<file path="config.mk">
export PLATFORM = sky130hd
export DESIGN_NAME = spi_tail_master
export DESIGN_NICKNAME = d
export VERILOG_FILES = /design/src/rtl/spi_tail_pkg.sv /design/src/rtl/spi_tail_phase.sv /design/src/rtl/spi_tail_shift.sv /design/src/rtl/spi_tail_ctrl.sv /design/src/rtl/spi_tail_master.sv
export SDC_FILE = /design/constraint.sdc
export NUM_CORES = 1
export LEC_CHECK = 0
export BUFFER_PORTS_ARGS = -buffer_cell sky130_fd_sc_hd__buf_4
export CORE_ASPECT_RATIO = 0.9
export CORE_UTILIZATION = 56
export CTS_BUF_LIST = sky130_fd_sc_hd__clkbuf_16
export CTS_CLUSTER_DIAMETER = 100
export CTS_CLUSTER_SIZE = 30
export DETAILED_ROUTE_END_ITERATION = 8
export PLACE_DENSITY = 0.85
export SLEW_MARGIN = 10
export SYNTH_ARGS = -nofsm -noshare
export SYNTH_HDL_FRONTEND = slang
export SYNTH_SLANG_ARGS = --single-unit
</file>
<file path="constraint.sdc">
create_clock -name clk -period 2.5 [get_ports clk]
set_input_delay 0.125 -clock clk [delete_from_list [all_inputs] [get_ports clk]]
set_output_delay 0.125 -clock clk [all_outputs]
set_load 0.02 [all_outputs]
</file>
<file path="src/rtl/spi_tail_pkg.sv">
package spi_tail_pkg;

    localparam int BYTE_W     = 8;
    localparam int DROP_W     = 4;
    localparam int DROP_LIMIT = 8;

    typedef enum logic [1:0] {
        XFER_NONE   = 2'b00,
        XFER_WRITE  = 2'b01,
        XFER_READ   = 2'b10,
        XFER_DUPLEX = 2'b11
    } xfer_e;

    typedef enum logic [2:0] {
        ST_IDLE,
        ST_FETCH,
        ST_LOW,
        ST_HIGH,
        ST_TAIL
    } st_e;

endpackage

</file>
<file path="src/rtl/spi_tail_phase.sv">
module spi_tail_phase #(
    parameter int HALF_DIV = 2
) (
    input  logic clk,
    input  logic rst_n,
    input  logic run,
    output logic tick
);
    localparam int CW = (HALF_DIV > 1) ? $clog2(HALF_DIV) : 1;
    localparam logic [CW-1:0] LAST = CW'(HALF_DIV - 1);

    logic [CW-1:0] cnt;

    assign tick = run && (cnt == LAST);

    always_ff @(posedge clk or negedge rst_n) begin
        if (!rst_n)
            cnt <= '0;
        else if (!run || tick)
            cnt <= '0;
        else
            cnt <= cnt + 1'b1;
    end

    // the phase counter never passes the half-period limit
    p_phase_bound_r2: assert property (@(posedge clk) disable iff (!rst_n)
        cnt <= LAST);

endmodule

</file>
<file path="src/rtl/spi_tail_shift.sv">
module spi_tail_shift
    import spi_tail_pkg::*;
(
    input  logic              clk,
    input  logic              rst_n,
    input  logic              load,
    input  logic [BYTE_W-1:0] load_byte,
    input  logic              tx_en,
    input  logic              advance,
    input  logic              sample,
    input  logic              miso,
    input  logic [2:0]        pad,
    output logic              mosi,
    output logic [BYTE_W-1:0] rx_byte
);
    logic [BYTE_W-1:0] tx_sh;
    logic [BYTE_W-1:0] rx_sh;
    logic              mosi_q;

    always_ff @(posedge clk or negedge rst_n) begin
        if (!rst_n) begin
            tx_sh  <= '0;
            rx_sh  <= '0;
            mosi_q <= 1'b0;
        end else if (load) begin
            tx_sh <= load_byte;
            rx_sh <= '0;
            if (tx_en)
                mosi_q <= load_byte[BYTE_W-1];
        end else begin
            if (advance) begin
                tx_sh <= {tx_sh[BYTE_W-2:0], 1'b0};
                if (tx_en)
                    mosi_q <= tx_sh[BYTE_W-2];
            end
            if (sample)
                rx_sh <= {rx_sh[BYTE_W-2:0], miso};
        end
    end

    assign mosi    = mosi_q;
    assign rx_byte = rx_sh << pad;

    // a byte load never coincides with a clock edge action
    p_load_alone_r1: assert property (@(posedge clk) disable iff (!rst_n)
        load |-> !(advance || sample));

endmodule

</file>
<file path="src/rtl/spi_tail_ctrl.sv">
module spi_tail_ctrl
    import spi_tail_pkg::*;
#(
    parameter int LEN_W = 8
) (
    input  logic              clk,
    input  logic              rst_n,
    input  logic              cmd_valid,
    input  logic [LEN_W-1:0]  cmd_len,
    input  logic [DROP_W-1:0] cmd_drop,
    input  logic [1:0]        cmd_dir,
    input  logic              tx_valid,
    input  logic              tick,
    output logic              cmd_ready,
    output logic              cmd_err,
    output logic              tx_ready,
    output logic              load,
    output logic              tx_en,
    output logic              advance,
    output logic              sample,
    output logic              capture,
    output logic [2:0]        pad,
    output logic              run,
    output logic              sclk,
    output logic              cs_n,
    output logic              busy
);
    st_e               state, state_nx;
    logic [LEN_W-1:0]  byte_left;
    logic [3:0]        bit_left;
    logic [DROP_W-1:0] drop_q;
    xfer_e             dir_q;
    logic [2:0]        pad_q;
    logic              sclk_q, cs_n_q, err_q;
    logic              cmd_ok, fetch_go, last_bit, last_byte, hi_end;

    assign cmd_ok    = (cmd_dir != XFER_NONE) &&
                       (cmd_drop < DROP_W'(DROP_LIMIT)) &&
                       (cmd_len != '0);
    assign fetch_go  = (state == ST_FETCH) && (!dir_q[0] || tx_valid);
    assign last_bit  = (bit_left == 4'd1);
    assign last_byte = (byte_left == LEN_W'(1));
    assign hi_end    = (state == ST_HIGH) && tick;

    // next-state decode
    always_comb begin
        state_nx = state;
        unique case (state)
            ST_IDLE:  if (cmd_valid && cmd_ok) state_nx = ST_FETCH;
            ST_FETCH: if (fetch_go)            state_nx = ST_LOW;
            ST_LOW:   if (tick)                state_nx = ST_HIGH;
            ST_HIGH:  if (tick)                state_nx = !last_bit ? ST_LOW :
                                                          (last_byte ? ST_TAIL : ST_FETCH);
            ST_TAIL:  if (tick)                state_nx = ST_IDLE;
            default:                           state_nx = ST_IDLE;
        endcase
    end

    // state register
    always_ff @(posedge clk or negedge rst_n) begin
        if (!rst_n) state <= ST_IDLE;
        else        state <= state_nx;
    end

    // frame bookkeeping
    always_ff @(posedge clk or negedge rst_n) begin
        if (!rst_n) begin
            byte_left <= '0;
            bit_left  <= '0;
            drop_q    <= '0;
            dir_q     <= XFER_NONE;
            pad_q     <= '0;
        end else begin
            if (state == ST_IDLE && cmd_valid && cmd_ok) begin
                byte_left <= cmd_len;
                drop_q    <= cmd_drop;
                dir_q     <= xfer_e'(cmd_dir);
            end
            if (fetch_go) begin
                bit_left <= last_byte ? (4'd8 - drop_q) : 4'd8;
                pad_q    <= last_byte ? drop_q[2:0] : 3'd0;
            end else if (hi_end) begin
                bit_left <= bit_left - 4'd1;
                if (last_bit)
                    byte_left <= byte_left - LEN_W'(1);
            end
        end
    end

    // registered outputs, taken from the next state
    always_ff @(posedge clk or negedge rst_n) begin
        if (!rst_n) begin
            sclk_q <= 1'b0;
            cs_n_q <= 1'b1;
            err_q  <= 1'b0;
        end else begin
            sclk_q <= (state_nx == ST_HIGH);
            cs_n_q <= (state_nx == ST_IDLE);
            err_q  <= (state == ST_IDLE) && cmd_valid && !cmd_ok;
        end
    end

    assign cmd_ready = (state == ST_IDLE);
    assign busy      = (state != ST_IDLE);
    assign tx_ready  = (state == ST_FETCH) && dir_q[0];
    assign load      = fetch_go;
    assign tx_en     = dir_q[0];
    assign sample    = (state == ST_LOW) && tick;
    assign advance   = hi_end && !last_bit;
    assign capture   = hi_end && last_bit && dir_q[1];
    assign pad       = pad_q;
    assign run       = (state == ST_LOW) || (state == ST_HIGH) || (state == ST_TAIL);
    assign sclk      = sclk_q;
    assign cs_n      = cs_n_q;
    assign cmd_err   = err_q;

    // a frame in progress always holds a legal drop count
    p_drop_legal_r4: assert property (@(posedge clk) disable iff (!rst_n)
        (state != ST_IDLE) |-> (drop_q < DROP_W'(DROP_LIMIT)));
    // a high phase always has at least one bit to finish
    p_bits_left_r3: assert property (@(posedge clk) disable iff (!rst_n)
        (state == ST_HIGH) |-> (bit_left != 4'd0));
    // the serial clock toggles only inside a selected frame
    p_sclk_framed_r2: assert property (@(posedge clk) disable iff (!rst_n)
        sclk_q |-> !cs_n_q);
    // a rejection pulse leaves the machine idle
    p_reject_idle_r6: assert property (@(posedge clk) disable iff (!rst_n)
        err_q |-> (state == ST_IDLE));

endmodule

</file>
<file path="src/rtl/spi_tail_master.sv">
module spi_tail_master
    import spi_tail_pkg::*;
#(
    parameter int HALF_DIV = 2,
    parameter int LEN_W    = 8
) (
    input  logic              clk,
    input  logic              rst_n,
    input  logic              cmd_valid,
    output logic              cmd_ready,
    input  logic [LEN_W-1:0]  cmd_len,
    input  logic [DROP_W-1:0] cmd_drop,
    input  logic [1:0]        cmd_dir,
    output logic              cmd_err,
    input  logic              tx_valid,
    output logic              tx_ready,
    input  logic [BYTE_W-1:0] tx_data,
    output logic              rx_valid,
    output logic [BYTE_W-1:0] rx_data,
    output logic              busy,
    output logic              sclk,
    output logic              cs_n,
    output logic              mosi,
    input  logic              miso
);
    logic              tick, run, load, tx_en, advance, sample, capture;
    logic [2:0]        pad;
    logic [BYTE_W-1:0] rx_byte;
    logic              rx_valid_q;
    logic [BYTE_W-1:0] rx_data_q;

    spi_tail_phase #(.HALF_DIV(HALF_DIV)) u_phase (
        .clk   (clk),
        .rst_n (rst_n),
        .run   (run),
        .tick  (tick)
    );

    spi_tail_ctrl #(.LEN_W(LEN_W)) u_ctrl (
        .clk       (clk),
        .rst_n     (rst_n),
        .cmd_valid (cmd_valid),
        .cmd_len   (cmd_len),
        .cmd_drop  (cmd_drop),
        .cmd_dir   (cmd_dir),
        .tx_valid  (tx_valid),
        .tick      (tick),
        .cmd_ready (cmd_ready),
        .cmd_err   (cmd_err),
        .tx_ready  (tx_ready),
        .load      (load),
        .tx_en     (tx_en),
        .advance   (advance),
        .sample    (sample),
        .capture   (capture),
        .pad       (pad),
        .run       (run),
        .sclk      (sclk),
        .cs_n      (cs_n),
        .busy      (busy)
    );

    spi_tail_shift u_shift (
        .clk       (clk),
        .rst_n     (rst_n),
        .load      (load),
        .load_byte (tx_data),
        .tx_en     (tx_en),
        .advance   (advance),
        .sample    (sample),
        .miso      (miso),
        .pad       (pad),
        .mosi      (mosi),
        .rx_byte   (rx_byte)
    );

    always_ff @(posedge clk or negedge rst_n) begin
        if (!rst_n) begin
            rx_valid_q <= 1'b0;
            rx_data_q  <= '0;
        end else begin
            rx_valid_q <= capture;
            if (capture)
                rx_data_q <= rx_byte;
        end
    end

    assign rx_valid = rx_valid_q;
    assign rx_data  = rx_data_q;

    // MOSI holds through every SCLK high phase
    p_mosi_steady_r1: assert property (@(posedge clk) disable iff (!rst_n)
        (sclk && $past(sclk)) |-> $stable(mosi));
    // received bytes are reported only inside a frame
    p_rx_in_frame_r7: assert property (@(posedge clk) disable iff (!rst_n)
        rx_valid |-> busy);
    // the busy flag tracks chip select
    p_busy_cs_r9: assert property (@(posedge clk) disable iff (!rst_n)
        busy == !cs_n);

endmodule

</file>
Word-level counts from Yosys, hierarchy flattened:

Cells that the tools add are included.

* register bits after elaboration: 53
* bits of input ports: 27
* output and inout port bits: 16
* logic and storage cells: 84

* add/sub/neg operators: 4
* magnitude comparators: 1
* equal/unequal tests: 7
* shifts and indexed selects: 1
* multiplexer cells: 25
* reductions and logical operators: 31

Operators with widths (number)
* $mux 8: 6
* $mux 3: 8
* $pmux 3 s5: 1
* $logic_and 1x1->1: 14
* $mux 7: 2
* $mux 4: 3
* $eq 3x2->1 const B: 3
* $eq 8x1->1 const B: 1
* $reduce_bool 2->1: 4
* $reduce_bool 8->1: 1
* $shl 8x3->8: 1
* $sub 8x1->8 const B: 1
* $logic_not 3->1: 2
* $mux 1: 5
* $eq 4x1->1 const B: 1
* $logic_not 1->1: 4
* $logic_or 1x1->1: 4
* $lt 4x4->1 const B: 1
* $sub 4x1->4 const B: 1
* $sub 4x4->4 const A: 1
* $eq 3x1->1 const B: 1
* $eq 3x3->1 const B: 1
* $reduce_bool 3->1: 1
* $reduce_and 2->1: 1
* $add 1x1->1 const B: 1

Depth between registers and ports, before layout:

* depth in word-level cells: 8
* mapped depth: 7
* depth with buffers taken out: 6

By module:

Synthesis repeated with hierarchy kept, for this count alone.

* cells, all modules: 266
* area, all modules: 2896.5 um^2

Modules (own cells, without submodules)
* spi_tail_ctrl: times used 1, cells an instance 153, area an instance 1546.5 um^2, sequential area each 676.9 um^2
* spi_tail_shift: times used 1, cells an instance 92, area an instance 952.2 um^2, sequential area each 400.4 um^2
* spi_tail_master: times used 1, cells an instance 18, area an instance 356.6 um^2, sequential area each 225.2 um^2
* spi_tail_phase: times used 1, cells an instance 3, area an instance 41.3 um^2, sequential area each 25.0 um^2

Worst setup path after synthesis:

No wires, ideal clock.

* kind: reg2reg
* from: register u_ctrl.bit_left[1]
* to: register u_ctrl.byte_left[5]
* library setup time: 0.123 ns
* data arrival time: 1.773 ns
* data required time: 2.377 ns
* setup slack: 0.604 ns
* cell stages (with the launch flop): 8
* path buffers: 1
* period minus slack after synthesis: 1.896 ns
* path through: dfrtp_1 inv_1 ha_1 nor3b_2 and2_1 clkbuf_2 mux2_1 o221a_1

* cells in the longest elaborated chain, start to end: 4

Ends and longest elaborated chain
* start, declared: RTL line spi_tail_ctrl.sv:30 `logic [3:0] bit_left;`
* start signal, assigned: RTL line spi_tail_ctrl.sv:80 `bit_left <= last_byte ? (4'd8 - drop_q) : 4'd8;`
* start signal, assigned: RTL line spi_tail_ctrl.sv:83 `bit_left <= bit_left - 4'd1;`
* $eq 4x1->1: RTL line spi_tail_ctrl.sv:41 `assign last_bit = (bit_left == 4'd1);`
* $mux 8: RTL line spi_tail_ctrl.sv:84 `if (last_bit)`
* $mux 8: RTL line spi_tail_ctrl.sv:82 `end else if (hi_end) begin`
* $mux 8: RTL line spi_tail_ctrl.sv:79 `if (fetch_go) begin`
* end signal, assigned: RTL line spi_tail_ctrl.sv:75 `byte_left <= cmd_len;`
* end signal, assigned: RTL line spi_tail_ctrl.sv:85 `byte_left <= byte_left - LEN_W'(1);`
* end, declared: RTL line spi_tail_ctrl.sv:29 `logic [LEN_W-1:0] byte_left;`

Every way passes these cells.
A chain may end at the register's enable or synchronous reset.

Final worst setup path:

Same ends and word-level chain as after synthesis.

==> results.md <==
Route:
- The final routed wirelength across all metal layers is 5883 um.
- The post-detailed-route wirelength per cell is 15.12 um.
- The DRC violation total after the first TritonRoute iteration is 172.
- The iteration count of the initial detailed-routing pass is 4.
- The per-cell via count in the routed design is 5.897.
- The antenna violation net count after detailed routing is 0.
- The overall via count from detail_route is 2,294.
- For this run, design rule violations remaining after detail routing come to 0.

Pwr:
- The share of total power dissipated in combinational logic is 33.2%.
- The cell internal power dissipation is 0.002194 W.
- The worst voltage drop across the vdd grid is 789.0 uV.
- The analysis attributes to cell leakage a power of 1.526 nW.
- The analysis attributes to net switching a power of 0.001171 W.
- The sequential share of power is 41.1%.
- The power density of the placed cells is 1004 mW/mm^2.
- The switching power as a share of total power is 34.81%.
- The clock network burns 25.7% of the power.

CTS:
- At the later pin of the worst-skew pair, clock insertion delay measures 0.29 ns.
- The number of clock buffers inserted by TritonCTS is 5.
- CTS saw 53 sinks.
- The clock-pin slew on the worst setup and hold paths is 0.06 ns.
- The H-tree was split into 2 levels.
- The root buffer cell chosen for the clock tree is clkbuf_16.
- In this run, post-CTS repair resized a total of 0 instances.
- TritonCTS built the clock tree.
- No sink is reached through more buffers than the 2 on the longest clock path.

Die:
- The effective utilization at floorplan is 60.24%.
- The die outline area is 0.005239 mm^2.
- The floorplan step set the die height to 68.77 um.
- 43 I/O pins were placed.
- The horizontal die dimension is 76.19 um.
- The row count is 23.
- The core outline area is 0.004604 mm^2.

Timing:
- Dividing the final minimum period by the clock period gives 88.34%.
- Setup repair after global routing left no endpoint under its margin.
- The worst clock skew is 0.005860 ns.
- The number of failing hold endpoints at the final stage is 0.
- The measured slew at the worst slew-check pin is 1.048 ns.
- The maximum clock frequency is 452.8 MHz.
- The worst setup margin is 0.2915 ns.
- In this run the tightest slew margin relative to its limit is 29.67%.
- The total setup violations reported at the end of the flow is 0.
- The worst path in the final design needs a cycle of 2.209 ns, including I/O delays and setup.
- The max-slew violation count is 0.
- Adding up every negative setup slack in the final design gives 0 ns.

Synth:
- The most repeated cell in the gate-level netlist after synthesis is dfrtp_1.
- The post-synthesis cell type count is 53.
- The number of enable-type register cells in the synthesized netlist is 0.
- The share of synthesized area in the top cell type comes to 46.91%.
- The fraction of registers with async set or reset after synthesis is 100.0%.
- In the post-synthesis netlist, the biggest area contributors are dfrtp_1 47%, nand2_1 6.5%, mux2i_1 5.4%.
- The cell count after synthesis came out at 284.
- The average cell area after synthesis is 9.767 um^2.
- The sequential element share of the synthesized area is 47.86%.
- The number of register bits inferred by synthesis is 53.
- dfrtp_1 takes more of the synthesized area than any other cell.
- The number of nets produced by synthesis is 316.
- The top flip-flop cell by instance count after synthesis is dfrtp_1.
- The number of synthesis warnings is 0.
- The combined area of all synthesized cells is 0.002774 mm^2.
- In the synthesized netlist, the cells that appear most often are 52 x dfrtp_1, 48 x nand2_1, 19 x o21ai_0.

Global routing:
- For met2 alone, demand over resource in global routing was 41.02%.
- The via count of the first global-routing pass is 2,077.
- The global routing stage identified its most utilized layer as met2.
- In the global route stage, met1 resource usage came out at 34.62%.
- The maximum number of pins on one net before global-route repair is 54.
- Global routing consumed, on the met3 layer, 4.079% of the routing resources.
- The number of antenna violations at the first check in global routing was 0.
- The total global routing overflow is 0.
- The overall routing resource usage is 24.82%.
- The first global-routing pass estimated 10,090 um of wire.

Place:
- The minimum setup slack after placement is 0.3559 ns.
- The placer congestion estimate is 0.8740.
- The post-detailed-placement half-perimeter wirelength is 4149 um.
- Input and output buffers added on the ports amount to 42.

Cells and area:
- Once layout is complete, the utilization of the core stands at 72.77%.
- In the final design database the tool counted 358 nets.
- The multi-input combinational cells in the finished layout cover a total of 0.001340 mm^2.
- Compared with the post-synthesis result, the final layout area differs by 20.79%.
- The share of final-layout standard cells stronger than drive strength 1 is 20.80%.
- The fill cell total of the finished layout is 342.
- The area used by sequential logic in the layout is 0.001328 mm^2.
- 0 antenna diodes ended up in the layout.

Worst setup path:
- The worst setup path is captured at a flip-flop.
- The standard cell with the maximum stage delay on the critical path is nor3b_2.
- Setup slack on the worst reg-to-reg path comes out at 0.29 ns.
- Traced cell by cell, the critical path runs through inv_1 -> ha_1 -> nor3b_2 -> and2_1 -> mux2_1 -> o221a_1.
- For the worst setup path, the data arrival time is 2.38 ns.
- The required time of the worst setup path is 2.67 ns.
- The type of element launching the critical path is a flip-flop.
- For this run, the slowest stage of the critical path takes 0.46 ns.
- The type of the worst setup path is flip-flop to flip-flop.
- The peak fanout along the critical path is 9.

Status:
- The flow ran to the end, and the final reports show no timing, DRC or antenna violations.

Hold path:
- The worst hold path belongs to the class input port to flip-flop.

Flow run:
- Across the run, the number of max-cap violations was 0.
==> routing by layer <==
metal | vias to the layer above | share of wire (%)
met1 | 1104 | 47
met3 | 10 | 5.6
met2 | 84 | 46
met4 | 0 | 1.0
li1 | 1096 | -
met5 | - | 0
==> final timing paths <==
kind / startpoint / to / cells past startpoint
min in group asynchronous: rst_n / u_ctrl.byte_left[2] / 2
max in group asynchronous: rst_n / u_shift.tx_sh[1] / 2
min: miso / u_shift.rx_sh[0] / 3
max reg2reg: u_ctrl.bit_left[1] / u_ctrl.byte_left[5] / 6
min reg2reg: rx_data[2] / rx_data[2] / 2
max: u_ctrl.bit_left[1] / u_ctrl.byte_left[5] / 6
==> layout by cell type, fill, tap and decap left out, types with 3 or more instances in the layout <==
cell	n
a22o_1	3
o221a_1	3
a21oi_1	5
mux2i_1	15
buf_4	48
ha_1	5
nor2_1	15
inv_1	12
o21ai_0	19
clkbuf_16	5
o211ai_1	3
mux4_2	4
nor2b_1	4
nand2b_1	6
and2_1	6
nor4_1	5
nor3_1	8
nor3b_1	4
dfrtp_1	52
nand2_1	48
xnor2_1	3
nand3_1	13
a211oi_1	3
==> through the flow <==
| step | total power, W | std cells | cell area [um^2] | hold WS (ns) |
|---|---|---|---|---|
| after floorplan | 0.002118 | 284 | 2774 | -0.1706 |
| final | 0.003365 | 389 | 3351 | 0.03226 |
| after detailed placement | 0.002486 | 380 | 3151 | 0.2011 |
| after global placement | 0.002439 | 380 | 3151 | 0.1937 |
| after CTS | 0.003364 | 389 | 3351 | 0.02861 |
| after global routing | 0.003566 | 389 | 3351 | 0.05063 |
==> worst max-delay path: cells and delay by family (launching register included) <==
family | cells | cell delay (ns)
compound gates | 1 | 0.22
fa+ha+maj | 1 | 0.13
buf+inv | 1 | 0.09
flops | 1 | 0.41
mux | 1 | 0.37
simple gates | 2 | 0.87
==> sequential cells by signal, indices dropped and copies added (netlist names) <==
name	count
u_ctrl.pad	3
u_shift.rx_sh	8
u_shift.tx_sh	7
rx_valid	1
u_ctrl.dir_q	2
u_ctrl.cs_n	1
u_ctrl.state	3
u_ctrl.bit_left	4
u_ctrl.cmd_err	1
u_phase.cnt	1
rx_data	8
u_shift.mosi	1
u_ctrl.sclk	1
u_ctrl.byte_left	8
u_ctrl.drop_q	4
==> kinds of logic (layout without fill, tap and decap cells) <==
group                    Yosys count  after routing  synth area share (%)
AND/OR/NAND/NOR                  124            124                 22.64
flip-flops                        53             53                 47.86
AO/OA/AOI/OAI                     52             52                 12.99
buffers and inverters             26             69                 3.834
multiplexers                      21             21                 9.472
adder cells (fa/ha/maj)            5              5                 2.255
XOR/XNOR                           3              3                0.9474
==> area by class of cell <==
class | instances | area share [%]
Clock buffer | 5 | 3.734
Clock inverter | 3 | 1.942
Inverter | 12 | 1.344
Multi-Input combinational cell | 205 | 39.99
Sequential cell | 53 | 39.62
Tap cell | 62 | 2.315
Timing Repair Buffer | 49 | 11.05
==> what timing repair did <==
item / CTS / global route
hold buffers: 1 / 0
hold endpoints to repair: 52 / 0
buffers inserted: 0 / 0
==> power by group through the flow <==
| stage | Sequential (W) | Combinational [W] | Clock (W) |
|---|---|---|---|
| after floorplan | 0.00132 | 0.000801 | 0 |
| after global placement | 0.00137 | 0.00107 | 0 |
| after detailed placement | 0.00138 | 0.00110 | 0 |
| after CTS | 0.00137 | 0.00111 | 0.000878 |
| after global routing | 0.00142 | 0.00124 | 0.000909 |
| final | 0.00138 | 0.00112 | 0.000865 |
Power figures use the tool's default switching activity.
